--- src/rtl/core_irq_steer.sv ---
module core_irq_steer #(
  parameter int NCORE = 4,
  parameter int NSRC  = 4,
  parameter int AW    = 8,
  parameter int DW    = 32
) (
  input  logic                   clk,
  input  logic                   rst_n,
  input  logic                   wr_en,
  input  logic [AW-1:0]          addr,
  input  logic [DW-1:0]          wdata,
  output logic [DW-1:0]          rdata,
  input  logic [NCORE*NSRC-1:0]  tmr_lvl,
  input  logic [NCORE*NSRC-1:0]  mbox_pend,
  input  logic                   periph_irq,
  input  logic                   periph_fiq,
  input  logic                   ltimer_irq,
  output logic [NCORE-1:0]       core_irq,
  output logic [NCORE-1:0]       core_fiq
);
  localparam int CW     = $clog2(NCORE);
  localparam int CTLW   = 2 * NSRC;
  localparam int GW     = AW - CW - 2;
  localparam int B_MBOX = NSRC;
  localparam int B_PER  = 2 * NSRC;
  localparam int B_LT   = 2 * NSRC + 3;
  localparam logic [AW-1:0] A_PROUTE  = AW'(8'h0C);
  localparam logic [AW-1:0] A_LTROUTE = AW'(8'h24);
  localparam logic [GW-1:0] G_TCTL = GW'(4);
  localparam logic [GW-1:0] G_MCTL = GW'(5);
  localparam logic [GW-1:0] G_ISRC = GW'(6);
  localparam logic [GW-1:0] G_FSRC = GW'(7);

  logic [CW-1:0]   pirq_core, pfiq_core;
  logic [CW:0]     lt_route;
  logic [CTLW-1:0] tctl [NCORE];
  logic [CTLW-1:0] mctl [NCORE];
  logic [DW-1:0]   isrc [NCORE];
  logic [DW-1:0]   fsrc [NCORE];

  wire          aligned = (addr[1:0] == 2'b00);
  wire [GW-1:0] grp     = addr[AW-1:CW+2];
  wire [CW-1:0] idx     = addr[CW+1:2];
  wire          unused_wdata = ^wdata[DW-1:CTLW];

  always_comb begin
    for (int c = 0; c < NCORE; c++) begin
      isrc[c] = '0;
      fsrc[c] = '0;
      for (int j = 0; j < NSRC; j++) begin
        if (tmr_lvl[c*NSRC+j]) begin
          if (tctl[c][j+NSRC])  fsrc[c][j] = 1'b1;
          else if (tctl[c][j])  isrc[c][j] = 1'b1;
        end
        if (mbox_pend[c*NSRC+j]) begin
          if (mctl[c][j+NSRC])  fsrc[c][B_MBOX+j] = 1'b1;
          else if (mctl[c][j])  isrc[c][B_MBOX+j] = 1'b1;
        end
      end
      if (periph_irq && pirq_core == CW'(c)) isrc[c][B_PER] = 1'b1;
      if (periph_fiq && pfiq_core == CW'(c)) fsrc[c][B_PER] = 1'b1;
      if (ltimer_irq && lt_route[CW-1:0] == CW'(c)) begin
        if (lt_route[CW]) fsrc[c][B_LT] = 1'b1;
        else              isrc[c][B_LT] = 1'b1;
      end
    end
  end

  always_comb begin
    rdata = '0;
    if (aligned) begin
      if (addr == A_PROUTE)       rdata = DW'({pfiq_core, pirq_core});
      else if (addr == A_LTROUTE) rdata = DW'(lt_route);
      else begin
        case (grp)
          G_TCTL:  rdata = DW'(tctl[idx]);
          G_MCTL:  rdata = DW'(mctl[idx]);
          G_ISRC:  rdata = isrc[idx];
          G_FSRC:  rdata = fsrc[idx];
          default: rdata = '0;
        endcase
      end
    end
  end

  always_ff @(posedge clk) begin
    if (!rst_n) begin
      pirq_core <= '0;
      pfiq_core <= '0;
      lt_route  <= '0;
      for (int c = 0; c < NCORE; c++) begin
        tctl[c] <= '0;
        mctl[c] <= '0;
      end
    end else if (wr_en && aligned) begin
      if (addr == A_PROUTE) begin
        pirq_core <= wdata[CW-1:0];
        pfiq_core <= wdata[2*CW-1:CW];
      end else if (addr == A_LTROUTE) begin
        lt_route <= wdata[CW:0];
      end else if (grp == G_TCTL) begin
        tctl[idx] <= wdata[CTLW-1:0];
      end else if (grp == G_MCTL) begin
        mctl[idx] <= wdata[CTLW-1:0];
      end
    end
  end

  always_ff @(posedge clk) begin
    if (!rst_n) begin
      core_irq <= '0;
      core_fiq <= '0;
    end else begin
      for (int c = 0; c < NCORE; c++) begin
        core_irq[c] <= |isrc[c];
        core_fiq[c] <= |fsrc[c];
      end
    end
  end

  for (genvar c = 0; c < NCORE; c++) begin : g_chk
    a_r7_irq_follow: assert property (@(posedge clk) disable iff (!rst_n)
      (|isrc[c]) |=> core_irq[c]);
    a_r7_irq_quiet: assert property (@(posedge clk) disable iff (!rst_n)
      !(|isrc[c]) |=> !core_irq[c]);
    a_r7_fiq_follow: assert property (@(posedge clk) disable iff (!rst_n)
      (|fsrc[c]) |=> core_fiq[c]);
    a_r2_fiq_wins: assert property (@(posedge clk) disable iff (!rst_n)
      (tmr_lvl[c*NSRC] && tctl[c][NSRC] && tctl[c][0]) |-> (fsrc[c][0] && !isrc[c][0]));
    a_r4_periph_dest: assert property (@(posedge clk) disable iff (!rst_n)
      (periph_irq && pirq_core == CW'(c)) |-> isrc[c][B_PER]);
    a_r5_lt_fiq_dest: assert property (@(posedge clk) disable iff (!rst_n)
      (ltimer_irq && lt_route == {1'b1, CW'(c)}) |-> (fsrc[c][B_LT] && !isrc[c][B_LT]));
    a_r8_status_ro: assert property (@(posedge clk) disable iff (!rst_n)
      (wr_en && (grp == G_ISRC || grp == G_FSRC)) |=> ($stable(tctl[c]) && $stable(mctl[c])));
  end
endmodule

--- config.mk ---
export PLATFORM = sky130hd
export DESIGN_NAME = core_irq_steer
export DESIGN_NICKNAME = d
export VERILOG_FILES = /design/src/rtl/core_irq_steer.sv
export SDC_FILE = /design/constraint.sdc
export NUM_CORES = 1
export LEC_CHECK = 0
export BUFFER_PORTS_ARGS = -buffer_cell sky130_fd_sc_hd__buf_2
export CAP_MARGIN = 5
export CORE_MARGIN = 4
export CORE_UTILIZATION = 40
export DETAILED_ROUTE_END_ITERATION = 10
export SLEW_MARGIN = 0
export SYNTH_ARGS = -nofsm -noshare
export SYNTH_HDL_FRONTEND = slang
export SYNTH_SLANG_ARGS = --single-unit
--- constraint.sdc ---
create_clock -name clk -period 7.6 [get_ports clk]
set_input_delay 1.52 -clock clk [delete_from_list [all_inputs] [get_ports clk]]
set_output_delay 1.52 -clock clk [all_outputs]
set_load 0.05 [all_outputs]
==> flow_summary.rst <==
.. list-table::
   :header-rows: 1

   * - Metric
     - Value
   * - Status
     - finished clean
   * - Sequential fraction of design power
     - between 40% and 50%
   * - Compound-Gate Fraction of Synth Area
     - approximately 11%
   * - Synthesized area
     - 5110 um2
   * - Buffer count from post-CTS setup fixing
     - 0
   * - First-pass GRT wire length
     - between 20000 and 30000 um
   * - Critical path fanouts, max
     - 35
   * - Final hold viol count
     - 0
   * - Final hold slack
     - between 500 and 600 ps
   * - Clock skew after layout
     - 8.91 ps
   * - Largest family of logic cells by synthesized area
     - simple AND/OR/NAND/NOR gates
   * - Ratio of total power to cell area
     - 197 nW/um2
   * - Via count of the first global-routing pass
     - about 4300
   * - Post-synth ARST share
     - 0%
   * - Xor/xnor share of the synthesized area
     - ~1.2%
   * - Area delta synth->final
     - 13.6%
   * - Port Buffer Count
     - 71
   * - Io pins
     - about 120
   * - Relative max-transition margin
     - around 32%
   * - Ranking of synthesized cells by area
     - edfxtp_1 38%, mux4_2 9.3%, and3_1 6.0%, dfxtp_1 5.9%, nand3b_1 4.1%
   * - Logic pwr share
     - about 16%
   * - Aggregate global-route resource usage
     - around a quarter
   * - Data required time at the worst endpoint
     - between 6000 and 7000 ps
   * - Fraction of layout cells with a size suffix above 1
     - between 20% and 30%
   * - Cells after Synth
     - just under 500
   * - Number of storage elements in the synthesis netlist
     - 79
   * - Number of hold buffers added after cts
     - 0
   * - Switching pwr
     - around 0.32 mW
   * - Number of diodes
     - 0
   * - Clock transition at the register clock pins on the worst setup and hold paths after CTS
     - 60 ps
   * - Placed wire-length estimate
     - approximately 13000 um
   * - Pin count of the biggest net entering global routing
     - 39
   * - Routability congestion estimate from global placement
     - around 0.96
   * - Startpoint Class
     - input port
   * - Peak supply drop
     - roughly 0.00011 V
   * - Floorplan die area
     - between 10000 and 15000 um2
   * - Fraction of the mapped netlist area in simple logic gates
     - 26.2%
   * - Root buffer cell
     - clkbuf_16
   * - Final Max Slew Viols
     - 0
   * - Length of the first detailed-routing pass in iterations
     - 5
   * - Leak pwr
     - approximately 2.2 nW
   * - Row Count
     - 41
   * - Initial antenna violation count
     - 1
   * - EDFF count, synth
     - 64
   * - First-iteration detailed-routing DRC count
     - roughly 590
   * - Net count, final
     - just over 600
   * - Mux cell area share after synthesis
     - a little over a tenth
   * - Wire length after detailed routing
     - 17200 um
   * - Remaining number of nets flagged by the antenna check after routing
     - 0
   * - Dominant cell type by area after synthesis
     - edfxtp_1
   * - Actual slew at the worst max-slew pin
     - around 1000 ps
   * - CP Data Arrival Time
     - approximately 3900 ps
   * - Worst Setup End Kind
     - output port
   * - Net Sw Frac
     - approximately 28%
   * - Yosys Warn Count
     - 0
   * - Cts repair resizes
     - 0
   * - Share of the clock period used by the worst path
     - 71.0%
   * - Effective utilization at floorplan
     - 40.6%
   * - Total power consumption of the routed design
     - 1.15 mW
   * - Share of the yosys chip area belonging to registers
     - between 40% and 50%
   * - Clock tree from TritonCTS
     - done
   * - Number of filler instances in the final layout
     - 1198
   * - Worst min path class
     - reg2reg
   * - Vias per Instance
     - about 6.1
   * - Placeable core region
     - 12600 um2
   * - Number of sinks driven by the clock tree
     - 79
   * - Int Power
     - 0.829 mW
   * - Skew-Pair Late Insertion Delay
     - ~340 ps
   * - Floorplan die height
     - around 120 um
   * - RSZ-0062 raised after global routing
     - no
   * - Distinct cell type count after synthesis
     - 53
   * - Post-route non-filler standard cell count
     - 718
   * - Overall via count from detail_route
     - around 4400
   * - Leftover overflow at the end of global routing
     - 0
   * - Clock Tree Buf Depth
     - 2
   * - Maximum clock frequency
     - roughly 190 MHz
   * - Clock Power Share
     - 40.0%
   * - Avg Synthesized Cell Area
     - between 10 and 15 um2
   * - Wire length per cell after detailed routing
     - ~24 um
   * - Classification of the worst setup path
     - in2out
   * - Setup tns final
     - 0 ps
   * - Number of design rule violations left after detail routing
     - 0
   * - Count of final setup violators
     - 0
   * - Total clock buffers created by CTS
     - 9
   * - Post-layout minimum cycle time
     - between 5000 and 6000 ps
   * - Horizontal extent of the die
     - around 120 um
   * - Area fraction of the dominant cell type after synthesis
     - 37.6%
   * - CTS H-Tree Depth
     - 3
   * - Placed insts
     - ~700
   * - Flip-flop cell with the highest count after synthesis
     - edfxtp_1
   * - Synthesized-area fraction occupied by adder cells
     - 0%
   * - Maxcap violations
     - 0
-- metal layers --
| layer | vias up | share of wire, % | routed length (um) | global-route usage (%) |
|---|---|---|---|---|
| met1 | 2089 | 40 | 6830 | 31.3 |
| met5 | - | 0.047 | 8 | 0 |
| met4 | 2 | 5.2 | 895 | 13.8 |
| met3 | 59 | 9.1 | 1550 | 4.52 |
| met2 | 275 | 46 | 7880 | 37.0 |
| li1 | 1947 | - | - | - |
-- layout make-up --
type | count | area [um2] | area share (%)
clock buffer | 10 | 229 | 3.95
timing repair buffer | 82 | 438 | 7.55
sequential | 79 | 2220 | 38.3
clock inverter | 4 | 72.6 | 1.25
multi-input combinational | 366 | 2610 | 44.9
inverter | 5 | 18.8 | 0.323
tap | 172 | 215 | 3.71
-- cells by family (layout without fill, tap and decap cells) --
| group | Yosys count | count (layout) |
|---|---|---|
| DFF | 79 | 79 |
| buffers and inverters | 59 | 101 |
| and+or+nand+nor | 224 | 224 |
| muxes | 29 | 29 |
| AOI/OAI and AO/OA | 84 | 84 |
| xor gates and xnor gates | 7 | 7 |
| other | 1 | 22 |
-- path summary, 6_finish.rpt --
check	cells after the start	to	start	slack (ps)
worst min-delay path	2	pirq_core[0]	pirq_core[0]	600
worst max register to register	4	core_fiq[2]	lt_route[0]	5820
worst min register to register	2	pirq_core[0]	pirq_core[0]	600
worst max-delay path	7	rdata[1]	addr[3]	2210
-- critical path, stage by stage --
cell and delay [ps]:
buf_2 500, buf_4 460, nand2b_1 160, a211oi_1 450, o221ai_1 210, a31oi_1 240, buf_2 310
-- through the flow --
stage               instance area [um2]  util (%)  setup slack, ps
floorplan                          5180         -             2050
global placement                   5500      43.8             2390
detailed placement                 5500      43.8             2320
CTS                                5800      46.2             2290
global route                       5800      46.2             2160
finish                             5800      46.2             2210
-- layout by cell type, fill, tap and decap left out, types with 10 or more instances in the layout --
cell	synthesis	layout
mux4_2	21	21
conb_1	1	22
nand2b_1	13	13
dfxtp_1	15	15
a31oi_1	10	10
and3_1	49	49
buf_4	22	11
o22ai_1	13	13
nand2_1	40	40
nand4_1	12	12
nor2_1	14	14
buf_2	4	71
o21ai_0	21	18
edfxtp_1	64	64
nand3b_1	28	28
nand3_1	16	16
and2_1	24	24
-- registers in the layout (all words and copies together) (netlist names) --
signal and cells:
core_fiq 4, core_irq 4, lt_route 3, mctl 32, pfiq_core 2, pirq_core 2
tctl 32
-- power groups by stage --
stage                     Sequential (mW)  Clock [mW]  Combinational [mW]
final                               0.506       0.458               0.181
after global placement              0.513           0               0.178
after floorplan                     0.519           0               0.112
after global routing                0.508       0.480               0.191
after detailed placement            0.514           0               0.179
after CTS                           0.505       0.463               0.179
-- cells in the mapped netlist, types with 5 or more instances --
master	n
nand3b_1	28
nand4_1	12
edfxtp_1	64
a31oi_1	10
clkbuf_1	16
and2_1	24
buf_4	22
buf_1	5
and3_1	49
o21ai_0	21
o211ai_1	8
dfxtp_1	15
nor2_1	14
buf_6	7
a22oi_1	9
nand2b_1	13
o22ai_1	13
mux2i_1	8
nand3_1	16
mux4_2	21
nand2_1	40
Note: power is estimated with default switching activity, not from simulation.
